--- src/rtl/prio_irq_pkg.sv ---
package prio_irq_pkg;
   typedef enum logic {
      LVL_LO = 1'b0,
      LVL_HI = 1'b1
   } irq_lvl_e;

   localparam int unsigned MAX_SRC = 32;
endpackage

--- src/rtl/irq_capture.sv ---
module irq_capture #(
   parameter int unsigned N_SRC    = 8,
   parameter logic [N_SRC-1:0] EDGE_SRC = '1
) (
   input  logic             clk,
   input  logic             rst_n,
   input  logic [N_SRC-1:0] irq_in,
   input  logic [N_SRC-1:0] clr_vec,
   output logic [N_SRC-1:0] pend
);
   logic [N_SRC-1:0] samp_q;

   always_ff @(posedge clk or negedge rst_n) begin
      if (!rst_n) samp_q <= '0;
      else        samp_q <= irq_in;
   end

   for (genvar i = 0; i < N_SRC; i++) begin : g_src
      if (EDGE_SRC[i]) begin : g_edge
         logic flag_q;
         always_ff @(posedge clk or negedge rst_n) begin
            if (!rst_n) flag_q <= 1'b0;
            else        flag_q <= (flag_q & ~clr_vec[i]) | (irq_in[i] & ~samp_q[i]);
         end
         assign pend[i] = flag_q;
      end else begin : g_level
         assign pend[i] = samp_q[i];
      end
   end
endmodule

--- src/rtl/irq_select.sv ---
module irq_select #(
   parameter int unsigned N_SRC = 8,
   localparam int unsigned IW   = $clog2(N_SRC)
) (
   input  logic [N_SRC-1:0] elig,
   input  logic [N_SRC-1:0] lvl_hi,
   output logic             any,
   output logic [IW-1:0]    win_idx,
   output logic             win_hi
);
   logic [1:0]          lvl_any;
   logic [1:0][IW-1:0]  lvl_idx;

   for (genvar l = 0; l < 2; l++) begin : g_lvl
      logic [N_SRC-1:0] cand;
      assign cand = elig & (l == 1 ? lvl_hi : ~lvl_hi);
      always_comb begin
         lvl_any[l] = |cand;
         lvl_idx[l] = '0;
         for (int i = N_SRC - 1; i >= 0; i--) begin
            if (cand[i]) lvl_idx[l] = IW'(i);
         end
      end
   end

   assign any     = |lvl_any;
   assign win_hi  = lvl_any[1];
   assign win_idx = lvl_any[1] ? lvl_idx[1] : lvl_idx[0];
endmodule

--- src/rtl/irq_nest.sv ---
module irq_nest (
   input  logic clk,
   input  logic rst_n,
   input  logic ack_ev,
   input  logic ack_hi,
   input  logic reti_done,
   input  logic instr_retire,
   output logic isr_lo,
   output logic isr_hi,
   output logic gap
);
   always_ff @(posedge clk or negedge rst_n) begin
      if (!rst_n) begin
         isr_lo <= 1'b0;
         isr_hi <= 1'b0;
      end else if (ack_ev) begin
         if (ack_hi) isr_hi <= 1'b1;
         else        isr_lo <= 1'b1;
      end else if (reti_done) begin
         if (isr_hi) isr_hi <= 1'b0;
         else        isr_lo <= 1'b0;
      end
   end

   always_ff @(posedge clk or negedge rst_n) begin
      if (!rst_n)            gap <= 1'b0;
      else if (reti_done)    gap <= 1'b1;
      else if (instr_retire) gap <= 1'b0;
   end
endmodule

--- src/rtl/prio_irq_ctrl.sv ---
module prio_irq_ctrl #(
   parameter int unsigned N_SRC    = 8,
   parameter logic [N_SRC-1:0] EDGE_SRC = '1,
   localparam int unsigned IW      = $clog2(N_SRC)
) (
   input  logic             clk,
   input  logic             rst_n,
   input  logic [N_SRC-1:0] irq_in,
   input  logic [N_SRC-1:0] irq_en,
   input  logic [N_SRC-1:0] irq_hi,
   input  logic             glb_en,
   input  logic             instr_retire,
   input  logic             reti_done,
   input  logic             call_ack,
   output logic             disp_req,
   output logic [IW-1:0]    disp_idx,
   output logic             disp_hi
);
   import prio_irq_pkg::*;

   if (N_SRC < 2 || N_SRC > MAX_SRC) begin : g_bad_n
      $error("prio_irq_ctrl: N_SRC out of range");
   end

   logic [N_SRC-1:0] pend, elig, clr_vec;
   logic             any, win_hi, can_go, ack_ev;
   logic [IW-1:0]    win_idx;
   logic             isr_lo, isr_hi, gap;
   logic             offer_q;
   logic [IW-1:0]    held_idx;
   irq_lvl_e         held_lvl;

   assign elig = pend & irq_en & {N_SRC{glb_en}};

   irq_capture #(.N_SRC(N_SRC), .EDGE_SRC(EDGE_SRC)) u_cap (
      .clk(clk), .rst_n(rst_n), .irq_in(irq_in), .clr_vec(clr_vec), .pend(pend)
   );

   irq_select #(.N_SRC(N_SRC)) u_sel (
      .elig(elig), .lvl_hi(irq_hi), .any(any), .win_idx(win_idx), .win_hi(win_hi)
   );

   irq_nest u_nest (
      .clk(clk), .rst_n(rst_n), .ack_ev(ack_ev), .ack_hi(disp_hi),
      .reti_done(reti_done), .instr_retire(instr_retire),
      .isr_lo(isr_lo), .isr_hi(isr_hi), .gap(gap)
   );

   assign can_go   = any & ~gap & ~isr_hi & (win_hi | ~isr_lo);
   assign disp_req = offer_q | can_go;
   assign disp_idx = offer_q ? held_idx : win_idx;
   assign disp_hi  = offer_q ? (held_lvl == LVL_HI) : win_hi;
   assign ack_ev   = call_ack & disp_req;

   always_comb begin
      clr_vec = '0;
      if (ack_ev) clr_vec[disp_idx] = 1'b1;
   end

   always_ff @(posedge clk or negedge rst_n) begin
      if (!rst_n) begin
         offer_q  <= 1'b0;
         held_idx <= '0;
         held_lvl <= LVL_LO;
      end else if (call_ack) begin
         offer_q  <= 1'b0;
      end else if (can_go && !offer_q) begin
         offer_q  <= 1'b1;
         held_idx <= win_idx;
         held_lvl <= win_hi ? LVL_HI : LVL_LO;
      end
   end
endmodule

--- config.mk ---
export PLATFORM = sky130hd
export DESIGN_NAME = prio_irq_ctrl
export DESIGN_NICKNAME = d
export VERILOG_FILES = /design/src/rtl/prio_irq_pkg.sv /design/src/rtl/irq_capture.sv /design/src/rtl/irq_select.sv /design/src/rtl/irq_nest.sv /design/src/rtl/prio_irq_ctrl.sv
export SDC_FILE = /design/constraint.sdc
export NUM_CORES = 1
export LEC_CHECK = 0
export CORE_UTILIZATION = 55
export DETAILED_ROUTE_END_ITERATION = 7
export DONT_BUFFER_PORTS = 1
export PLACE_DENSITY = 0.73
export REMOVE_ABC_BUFFERS = 1
export SYNTH_ARGS = -nofsm -noshare
export SYNTH_HDL_FRONTEND = slang
export SYNTH_SLANG_ARGS = --single-unit
--- constraint.sdc ---
create_clock -name clk -period 2 [get_ports clk]
set_clock_uncertainty 0.05 [all_clocks]
set_input_delay 0.2 -clock clk [delete_from_list [all_inputs] [get_ports clk]]
set_output_delay 0.2 -clock clk [all_outputs]
set_load 0.03 [all_outputs]
==> results of run 1 <==
## how the worst min path moves through the flow
stage | slack [ns] | to | depth (start not counted)
6_report | 0.04 | u_nest.isr_hi | 2
2_1_floorplan | -0.15 | held_idx[0] | 0
3_3_place_gp | -0.15 | held_idx[2] | 0
5_1_grt | 0.03 | u_nest.isr_hi | 2
3_5_place_dp | -0.15 | held_idx[2] | 0
4_1_cts | 0.01 | u_nest.isr_hi | 1
## report_power, final
group / internal [mW] / switching (mW)
sequential: 0.559 / 0.0553
clock: 0.203 / 0.152
combinational: 0.384 / 0.377
## per-stage QoR
step	hold WS, ns	setup slack (ns)	cells
floorplan	-0.146	-0.00500	133
global placement	-0.145	-0.0172	175
detailed placement	-0.145	-0.0559	175
CTS	0.0120	-0.254	202
global route	0.0349	-0.324	212
finish	0.0413	-0.284	212
## what timing repair did
action                                 in CTS  in global routing
hold buffers                               12                  1
endpoints found under the hold margin      42                  1
pin swaps                                  13                 15
setup endpoints to repair                   9                 19
setup buffers                              11                 10
resized for setup                          12                 20
## sequential cells by signal (all words and copies together), names as in the netlist
signal	count
held_idx	3
u_nest.isr_hi	1
u_cap.g_src.g_edge.flag_q	8
held_lvl	1
u_nest.gap	1
offer_q	1
u_nest.isr_lo	1
u_cap.samp_q	8
## critical path: stages (launching register included)
cell and delay (ns):
sky130_fd_sc_hd__dfrtp_1 0.42, sky130_fd_sc_hd__and4_4 0.17, sky130_fd_sc_hd__nand4bb_4 0.25, sky130_fd_sc_hd__or3_4 0.40, sky130_fd_sc_hd__o211a_4 0.27, sky130_fd_sc_hd__inv_4 0.08, sky130_fd_sc_hd__buf_12 0.11
## cell type report
cell class / instances / area [um^2] / share of cell area (%)
inverter: 4 / 17.5 / 0.878
tap: 30 / 37.5 / 1.88
clock buffer: 3 / 22.5 / 1.13
multi-input combinational: 105 / 885 / 44.4
clock inverter: 1 / 30.0 / 1.51
timing repair buffer: 45 / 402 / 20.1
sequential: 24 / 601 / 30.1
## cells in the final DEF (no fill, tap or decap), types with 2 or more instances in the layout
cell type and n:
sky130_fd_sc_hd__a22o_1 2, sky130_fd_sc_hd__and4_4 2, sky130_fd_sc_hd__and4b_1 2, sky130_fd_sc_hd__buf_4 26, sky130_fd_sc_hd__buf_6 5, sky130_fd_sc_hd__clkbuf_4 3, sky130_fd_sc_hd__dfrtp_1 24, sky130_fd_sc_hd__dlygate4sd3_1 13
sky130_fd_sc_hd__inv_1 2, sky130_fd_sc_hd__mux2_2 2, sky130_fd_sc_hd__mux2_4 3, sky130_fd_sc_hd__nand2_1 5, sky130_fd_sc_hd__nand2b_1 9, sky130_fd_sc_hd__nand3_1 8, sky130_fd_sc_hd__nand4_1 8, sky130_fd_sc_hd__nand4b_1 7
sky130_fd_sc_hd__nor2_1 4, sky130_fd_sc_hd__nor2b_1 3, sky130_fd_sc_hd__o211ai_1 2, sky130_fd_sc_hd__o21ai_0 5, sky130_fd_sc_hd__o21ai_1 3, sky130_fd_sc_hd__o21ai_2 4, sky130_fd_sc_hd__o31a_2 2, sky130_fd_sc_hd__o31ai_1 6
sky130_fd_sc_hd__o31ai_2 2, sky130_fd_sc_hd__or3_4 2
## cell families (layout without fill, tap and decap cells)
group / count (synthesis) / in the layout / synth area share, %
compound gates: 39 / 39 / 21.5
mux: 5 / 5 / 3.92
buf+inv: 7 / 53 / 2.61
simple gates: 61 / 61 / 30.2
flops: 24 / 24 / 41.8
## routing by layer
layer  vias up  part of all wire (%)  routed length, um
met3        14                   9.4                409
met4         0                   3.0                133
met5         -                     0                  0
li1        638                     -                  -
met2        88                    48               2080
met1       711                    40               1750
==> results_dict.tcl, run 1 <==
set metrics [dict create \
    run_status "finished with violations" \
    failed_checks "negative setup slack" \
    final_layout_size_suffix_gt1_share_pct 37.4 \
    post_synthesis_cell_type_with_the_largest_combined_area "sky130_fd_sc_hd__dfrtp_1" \
    grt_first_pass_wirelength_um 6040 \
    holdCritPathClass "input pin to flop" \
    die_height_um 53.1 \
    synth_top_cells_by_count "sky130_fd_sc_hd__dfrtp_1 (24), sky130_fd_sc_hd__o21ai_0 (11), sky130_fd_sc_hd__nand2b_1 (9)" \
    synth_warnings 0 \
    clock_path_buffers 2 \
    synth-seq-area-share_pct 41.8 \
    layout_worst_path_cycle_share_pct 114 \
    layout-area-overhead-vs-synth_pct 38.7 \
    timing.rr.start "u_cap.g_src[6].g_edge.flag_q" \
    final-hold-violation-count 0 \
    drc 0 \
    design.die.area_mm2 0.00282 \
    timing.critical_path.fanout_max 4 \
    clock_insertion_delay_worst_skew_ns 0.32 \
    tritoncts "built" \
    global_routing_usage_on_met2_pct 51.7 \
    timing.critical_path.to "disp_idx[1]" \
    setup_tns_ns -2.54 \
    postSynth.asyncResetShare_pct 100 \
    power.leakage_nw 0.834 \
    worst-setup-path-type "flop to output port" \
    final_area_mm2 0.00199 \
    global_route.usage.met3_pct 7.18 \
    global_route.usage.total_pct 30.7 \
    unrepaired_setup_endpoints_after_global_routing "yes" \
    post-route-util_pct 80.5 \
    pin_count_of_the_biggest_net_entering_global_routing 25 \
    drt-pass1-iter-count 4 \
    numCtsBuffers 3 \
    max_slew.worst_pin.slew_ns 1.08 \
    p_per_area_mw_per_mm2 868 \
    top_cells_by_area_synth "sky130_fd_sc_hd__dfrtp_1 (42%), sky130_fd_sc_hd__nand4b_1 (4.3%), sky130_fd_sc_hd__o31ai_1 (4.2%), sky130_fd_sc_hd__mux2_2 (3.9%), sky130_fd_sc_hd__nand2b_1 (3.9%)" \
    post_route_minimum_period_ns 2.28 \
    initial_utilization_pct 58.0 \
    gr-max-usage-layer "met2" \
    rows 18 \
    total_power_mw 1.73 \
    crit_path_end_kind "output port" \
    grt_antenna_before_repair 0 \
    gp_congestion 0.853 \
    avgViaCountPerCell 6.84 \
    synth_largest_type_area_fraction_pct 41.8 \
    vias 1451 \
    timing.critical_path.required_ns 1.75 \
    yosys_most_used_dff "sky130_fd_sc_hd__dfrtp_1" \
    post_synth_inst_count 136 \
    timing.slew.headroom_pct 27.5 \
    clock_tree.root_cell "sky130_fd_sc_hd__clkbuf_4" \
    grt_pass1_vias 1328 \
    cts-htree-levels 1 \
    synth.distinct_cells 45 \
    n_antenna_cell 0 \
    r2r_setup_slack_ns -0.18 \
    synth_seq_cells 24 \
    setup_slack_ns -0.284 \
    cp-start-kind "flop" \
    grt_util_met1_pct 36.8 \
    worst_hold_path_startpoint "reti_done" \
    reg2regPathDepth 8 \
    fillerInstances 149 \
    place_area_mm2 0.00156 \
    io_buffer_count 0 \
    drv.max_cap_violation_count 0 \
    clkSinkCount 24 \
    dr.first_iter.drc_count 54 \
    synth_area_mm2 0.00144 \
    gr-total-overflow 0 \
    max-vdd-ir-drop_uv 840 \
    wl_per_cell_um 20.6 \
    floorplan.io_pins 35 \
    worst_r2r_endpoint "u_nest.isr_hi" \
    die_w_um 53.1 \
    place.detailed.hpwl_um 2590 \
    cp_data_arrival_time_ns 2.03 \
    yosysMostFrequentCell "sky130_fd_sc_hd__dfrtp_1" \
    clkTransAtPathRegs_ns 0.14 \
    final-setup-viol-count 16 \
    drt_wl_total_um 4370 \
    postRouteAntennaNets 0 \
    cp-startpoint "u_cap.g_src[6].g_edge.flag_q" \
    max_freq_ghz 0.438 \
    core_box_area_mm2 0.00248 \
    fin_max_slew_vios 0 \
    synth_edf_count 0 \
    nNetsFinal 213 \
    synthesis.area_per_instance_um2 10.6 \
]
(Power assumes the default switching activity.)
==> inputs of run 2 (changes only) <==
- HOLD_SLACK_MARGIN: unset -> 0.12
==> run 2 against run 1 <==
Net effect: highest routed layer unchanged; count of clock-buffer cells in the layout did not move; worst hold slack improved by 0.076 ns; combinational power fell by 0.8%; routed wire length fell by 0.66%; via count fell by 0.83%; the run still ends with negative setup slack left; cell area fell by 0.50%; critical path type unchanged.
==> results_dict.tcl, run 2 (synthesis gave the netlist of run 1 again) <==
set metrics [dict create \
    drc 0 \
    worst-setup-path-type "flop to output port" \
    netSwitchingFraction_pct 33.7 \
    place_worst_setup_slack_ns -0.0559 \
    design.die.area_mm2 0.00282 \
    biggest_regs "u_cap.g_src.g_edge.flag_q: 8 flops, u_cap.samp_q: 8 flops, held_idx: 3 flops" \
    cp-start-kind "flop" \
    final_area_mm2 0.00198 \
    holdCritPathClass "input pin to flop" \
    floorplan.io_pins 35 \
    clock_insertion_delay_worst_skew_ns 0.32 \
    gp_congestion 0.853 \
    numCtsBuffers 3 \
    pin_count_of_the_biggest_net_entering_global_routing 25 \
    fin_max_slew_vios 0 \
    timing.critical_path.required_ns 1.75 \
    place_area_mm2 0.00156 \
    max_freq_ghz 0.439 \
    final-setup-viol-count 15 \
    setup_slack_ns -0.278 \
    vias 1439 \
    layout_worst_path_cycle_share_pct 114 \
    grt_first_pass_wirelength_um 6020 \
    core_box_area_mm2 0.00248 \
    place.detailed.hpwl_um 2590 \
    grt_pass1_vias 1326 \
    crit_path_end_kind "output port" \
    cts-htree-levels 1 \
    internal_power_mw 1.14 \
    final-seq-area_um2 601 \
    reg2regPathDepth 9 \
    unrepaired_setup_endpoints_after_global_routing "yes" \
    share_comb_of_total_power_pct 43.8 \
    gr-total-overflow 0 \
    run_status "finished with violations" \
    avgViaCountPerCell 6.82 \
    dr.first_iter.drc_count 70 \
    die_height_um 53.1 \
    clock_tree.root_cell "sky130_fd_sc_hd__clkbuf_4" \
    timing.critical_path.fanout_max 4 \
    io_buffer_count 0 \
    clock_path_buffers 2 \
    post-route-util_pct 80.1 \
    most_common_cell_after_layout_fill_and_taps_aside "sky130_fd_sc_hd__buf_4" \
    failed_checks "negative setup slack" \
    global_route.usage.total_pct 30.7 \
    layout.cells.non_filler 211 \
    power.leakage_nw 0.830 \
    final-hold-violation-count 0 \
    grt_antenna_before_repair 0 \
    max_slew.worst_pin.slew_ns 1.07 \
    cp_data_arrival_time_ns 2.03 \
    rows 18 \
    clkPwrFrac_pct 20.7 \
    worst_hold_path.num_cells 3 \
    initial_utilization_pct 58.0 \
    fillerInstances 152 \
    clkTransAtPathRegs_ns 0.14 \
    mostFrequentLayoutCells "sky130_fd_sc_hd__buf_4 (26), sky130_fd_sc_hd__dfrtp_1 (24), sky130_fd_sc_hd__dlygate4sd3_1 (12), sky130_fd_sc_hd__nand2b_1 (9)" \
    nNetsFinal 212 \
    timing.slew.headroom_pct 28.1 \
    total_power_mw 1.73 \
    postRouteAntennaNets 0 \
    drt-pass1-iter-count 4 \
    wl_per_cell_um 20.6 \
    multi_input_area_um2 885 \
    drv.max_cap_violation_count 0 \
    tritoncts "built" \
    place.detailed.instances 175 \
    layout-area-overhead-vs-synth_pct 38.0 \
    post_route_minimum_period_ns 2.28 \
    final_layout_size_suffix_gt1_share_pct 37.6 \
    p_switching_mw 0.582 \
    max-vdd-ir-drop_uv 813 \
    p_per_area_mw_per_mm2 870 \
    die_w_um 53.1 \
    clkSinkCount 24 \
    drt_wl_total_um 4340 \
    n_antenna_cell 0 \
    fraction_of_power_consumed_by_sequential_logic_pct 35.5 \
]
[run 2: cell types whose count changed in the layout (fill, tap and decap cells not counted)]
cell	previous run	this run
sky130_fd_sc_hd__dlygate4sd3_1	13	12
[run 2: metrics by stage]
step	setup TNS, ns	hold WS [ns]
2_1_floorplan	-0.00500	-0.146
3_5_place_dp	-0.181	-0.145
3_3_place_gp	-0.0532	-0.145
6_report	-2.24	0.118
5_1_grt	-3.18	0.123
4_1_cts	-1.33	0.128
[run 2: repair_timing]
action	in CTS	in global routing
resized for setup	12	20
hold endpoints to repair	44	0
hold buffers	12	0
setup buffers	11	10
endpoints found under the setup margin	9	19
gates cloned	0	0
pin swaps	13	15
[run 2: worst paths after layout]
path | start | end | slack [ns]
worst max-delay path | u_cap.g_src[6].g_edge.flag_q | disp_idx[1] | -0.28
worst min-delay path | call_ack | u_nest.isr_lo | 0.12
worst max register to register | u_cap.g_src[6].g_edge.flag_q | u_cap.g_src[4].g_edge.flag_q | -0.15
worst min register to register | u_cap.samp_q[4] | u_cap.g_src[4].g_edge.flag_q | 0.47
max in group asynchronous | rst_n | u_cap.samp_q[6] | 0.81
min in group asynchronous | rst_n | u_cap.samp_q[2] | 0.46
[run 2: critical path: stages (launching register included)]
cell	delay, ns
sky130_fd_sc_hd__dfrtp_1	0.42
sky130_fd_sc_hd__and4_4	0.17
sky130_fd_sc_hd__nand4bb_4	0.25
sky130_fd_sc_hd__or3_4	0.41
sky130_fd_sc_hd__o211a_4	0.27
sky130_fd_sc_hd__inv_4	0.08
sky130_fd_sc_hd__buf_12	0.11
[run 2: per-layer routing]
layer | vias up | part of all wire [%] | wire length [um] | GRT usage [%]
li1 | 633 | - | - | -
met1 | 716 | 43 | 1850 | 36.6
met2 | 76 | 48 | 2090 | 51.7
met3 | 14 | 6.5 | 283 | 7.18
met4 | 0 | 2.6 | 113 | 14.0
met5 | - | 0 | 0 | 0
[run 2: layout make-up]
class	instances	share of cell area, %
timing repair buffer	44	19.7
multi-input combinational	105	44.6
tap	30	1.89
inverter	4	0.883
clock buffer	3	1.13
sequential	24	30.3
clock inverter	1	1.51
[run 2: power groups by stage]
stage	Combinational [mW]	Sequential (mW)	Clock [mW]
2_1_floorplan	0.359	0.609	0
3_3_place_gp	0.500	0.612	0
3_5_place_dp	0.511	0.620	0
4_1_cts	0.641	0.609	0.357
5_1_grt	0.793	0.620	0.376
6_report	0.756	0.614	0.357
==> inputs of run 3 (changes only) <==
- CORE_UTILIZATION: 55 -> 43
- PLACE_DENSITY: 0.73 -> 0.6
==> run 3 against run 2 <==
Net effect: the run still ends with negative setup slack left; non-clock buffer count fell by 6; worst setup slack improved by 0.053 ns; sequential share of layout area rose by 1.4 points; count of clock-buffer cells in the layout did not move; combinational power fell by 7.8%; critical endpoint unchanged; critical path depth did not move; critical path type unchanged.
==> results_dict.tcl, run 3 (synthesis gave the netlist of run 1 again) <==
set metrics [dict create \
    run_status "finished with violations" \
    failed_checks "negative setup slack" \
    power.leakage_nw 0.772 \
    initial_utilization_pct 46.3 \
    postRouteAntennaNets 0 \
    n_antenna_cell 0 \
    wl_per_cell_um 16.9 \
    avgViaCountPerCell 5.91 \
    gp_congestion 0.879 \
    numCtsBuffers 3 \
    worst-setup-path-type "flop to output port" \
    reg2regPathDepth 8 \
    grt_pass1_vias 1231 \
    cts-htree-levels 1 \
    share_comb_of_total_power_pct 46.2 \
    vias 1289 \
    internal_power_mw 0.980 \
    worst_hold_path.num_cells 2 \
    series_of_cell_instances_along_the_critical_path "and4_4 > nand4bb_4 > or3_4 > o211a_4 > inv_4 > buf_12" \
    floorplan.io_pins 35 \
    clkPwrFrac_pct 13.3 \
    cp.buffers_inverters 2 \
    clock_tree.root_cell "sky130_fd_sc_hd__clkbuf_4" \
    crit_path_end_kind "output port" \
    clkTransAtPathRegs_ns 0.12 \
    clock_insertion_delay_worst_skew_ns 0.30 \
    setup_slack_ns -0.225 \
    max_slew.worst_pin.slew_ns 1.10 \
    total_power_mw 1.51 \
    timing.rr.start "u_cap.g_src[6].g_edge.flag_q" \
    clkSinkCount 24 \
    place.detailed.hpwl_um 2650 \
    design.die.area_mm2 0.00358 \
    drt_wl_total_um 3690 \
    place_worst_setup_slack_ns -0.0200 \
    gate_family_responsible_for_the_most_delay_along_the_worst_path "simple AND/OR/NAND/NOR gates" \
    cp_data_arrival_time_ns 1.97 \
    fin_max_slew_vios 0 \
    timing.slew.headroom_pct 26.2 \
    timing.critical_path.fanout_max 4 \
    final_area_mm2 0.00190 \
    cp-startpoint "u_cap.g_src[6].g_edge.flag_q" \
    timing.critical_path.slowest_cell_delay_ns 0.40 \
    layout-area-overhead-vs-synth_pct 32.0 \
    p_per_area_mw_per_mm2 795 \
    final-hold-violation-count 0 \
    fraction_of_power_consumed_by_sequential_logic_pct 40.5 \
    drt-pass1-iter-count 4 \
    hold_end "held_idx[0]" \
    cp-start-kind "flop" \
    netSwitchingFraction_pct 35.0 \
    holdCritPathClass "input pin to flop" \
    max-vdd-ir-drop_uv 515 \
    clock_path_buffers 2 \
    worst_r2r_endpoint "u_nest.isr_hi" \
    dr.first_iter.drc_count 87 \
    fillerInstances 276 \
    layout_worst_path_cycle_share_pct 111 \
    gr-total-overflow 0 \
    drc 0 \
    die_w_um 59.8 \
    most_common_cell_after_layout_fill_and_taps_aside "sky130_fd_sc_hd__dfrtp_1" \
    final_layout_size_suffix_gt1_share_pct 33.9 \
    timing.critical_path.required_ns 1.75 \
    r2r_setup_slack_ns -0.15 \
    place_area_mm2 0.00160 \
    drv.max_cap_violation_count 0 \
    unrepaired_setup_endpoints_after_global_routing "yes" \
    grt_first_pass_wirelength_um 5630 \
    mostFrequentLayoutCells "sky130_fd_sc_hd__dfrtp_1 (24), sky130_fd_sc_hd__buf_4 (21), sky130_fd_sc_hd__dlygate4sd3_1 (12), sky130_fd_sc_hd__nand2b_1 (9)" \
    worst_hold_path_startpoint "call_ack" \
    final-setup-viol-count 15 \
    die_height_um 59.8 \
    tritoncts "built" \
    global_route.usage.total_pct 21.6 \
    io_buffer_count 0 \
    grt_antenna_before_repair 0 \
    core_box_area_mm2 0.00310 \
    nNetsFinal 206 \
    pin_count_of_the_biggest_net_entering_global_routing 25 \
    rows 20 \
    p_switching_mw 0.528 \
    post_route_minimum_period_ns 2.22 \
    max_freq_ghz 0.450 \
    biggest_regs "u_cap.g_src.g_edge.flag_q: 8 flops, u_cap.samp_q: 8 flops, held_idx: 3 flops" \
    critical_path.slowest_cell "sky130_fd_sc_hd__dfrtp_1" \
]
## run 3: per-stage QoR
step	hold WS, ns	std cells	setup TNS, ns	utilization, %
finish	0.137	218	-1.92	61.2
global route	0.134	218	-3.89	61.2
CTS	0.133	216	-1.57	59.6
detailed placement	-0.145	193	-0.0276	51.7
global placement	-0.145	193	-0.0287	51.7
floorplan	-0.146	133	-0.00500	-
## run 3: worst reg2reg max path, delay by kind of cell (launching register included)
kind / cells / cell delay [ns]
simple gates: 4 / 0.90
compound gates: 2 / 0.45
flops: 1 / 0.40
buf+inv: 2 / 0.25
## run 3: metal layers
metal  GRT usage (%)  routed length, um  vias up
met1            29.4               1700      620
met2            34.4               1700       40
met3            3.03                210        9
li1                -                  -      620
met4            9.30                 83        0
met5               0                  0        -
## run 3: power by group through the flow
stage               Clock (mW)  Sequential, mW  Combinational [mW]
floorplan                    0           0.609               0.359
global placement             0           0.612               0.523
detailed placement           0           0.618               0.526
CTS                      0.206           0.607               0.643
global route             0.226           0.620               0.749
finish                   0.201           0.611               0.697
## run 3: area by class of cell
| class | count | area, um^2 | share of cell area (%) |
|---|---|---|---|
| Multi-Input combinational cell | 105 | 860 | 45.3 |
| Sequential cell | 24 | 601 | 31.6 |
| Timing Repair Buffer | 38 | 343 | 18.1 |
| Tap cell | 44 | 55.1 | 2.90 |
| Clock buffer | 3 | 22.5 | 1.19 |
| Inverter | 4 | 17.5 | 0.923 |
## run 3: worst max-delay path by stage
stage	slack, ns	end	cells after the start
3_3_place_gp	-0.03	disp_idx[1]	6
4_1_cts	-0.24	disp_idx[1]	6
3_5_place_dp	-0.02	disp_idx[1]	6
5_1_grt	-0.31	disp_idx[2]	7
6_report	-0.22	disp_idx[1]	6
2_1_floorplan	-0.005	u_nest.isr_hi	6
## run 3: what timing repair did
item,4_1_cts,5_1_grt
endpoints found under the setup margin,9,19
setup buffers,8,3
resized for setup,14,13
hold buffers,12,0
pin swaps,11,12
hold endpoints to repair,44,0
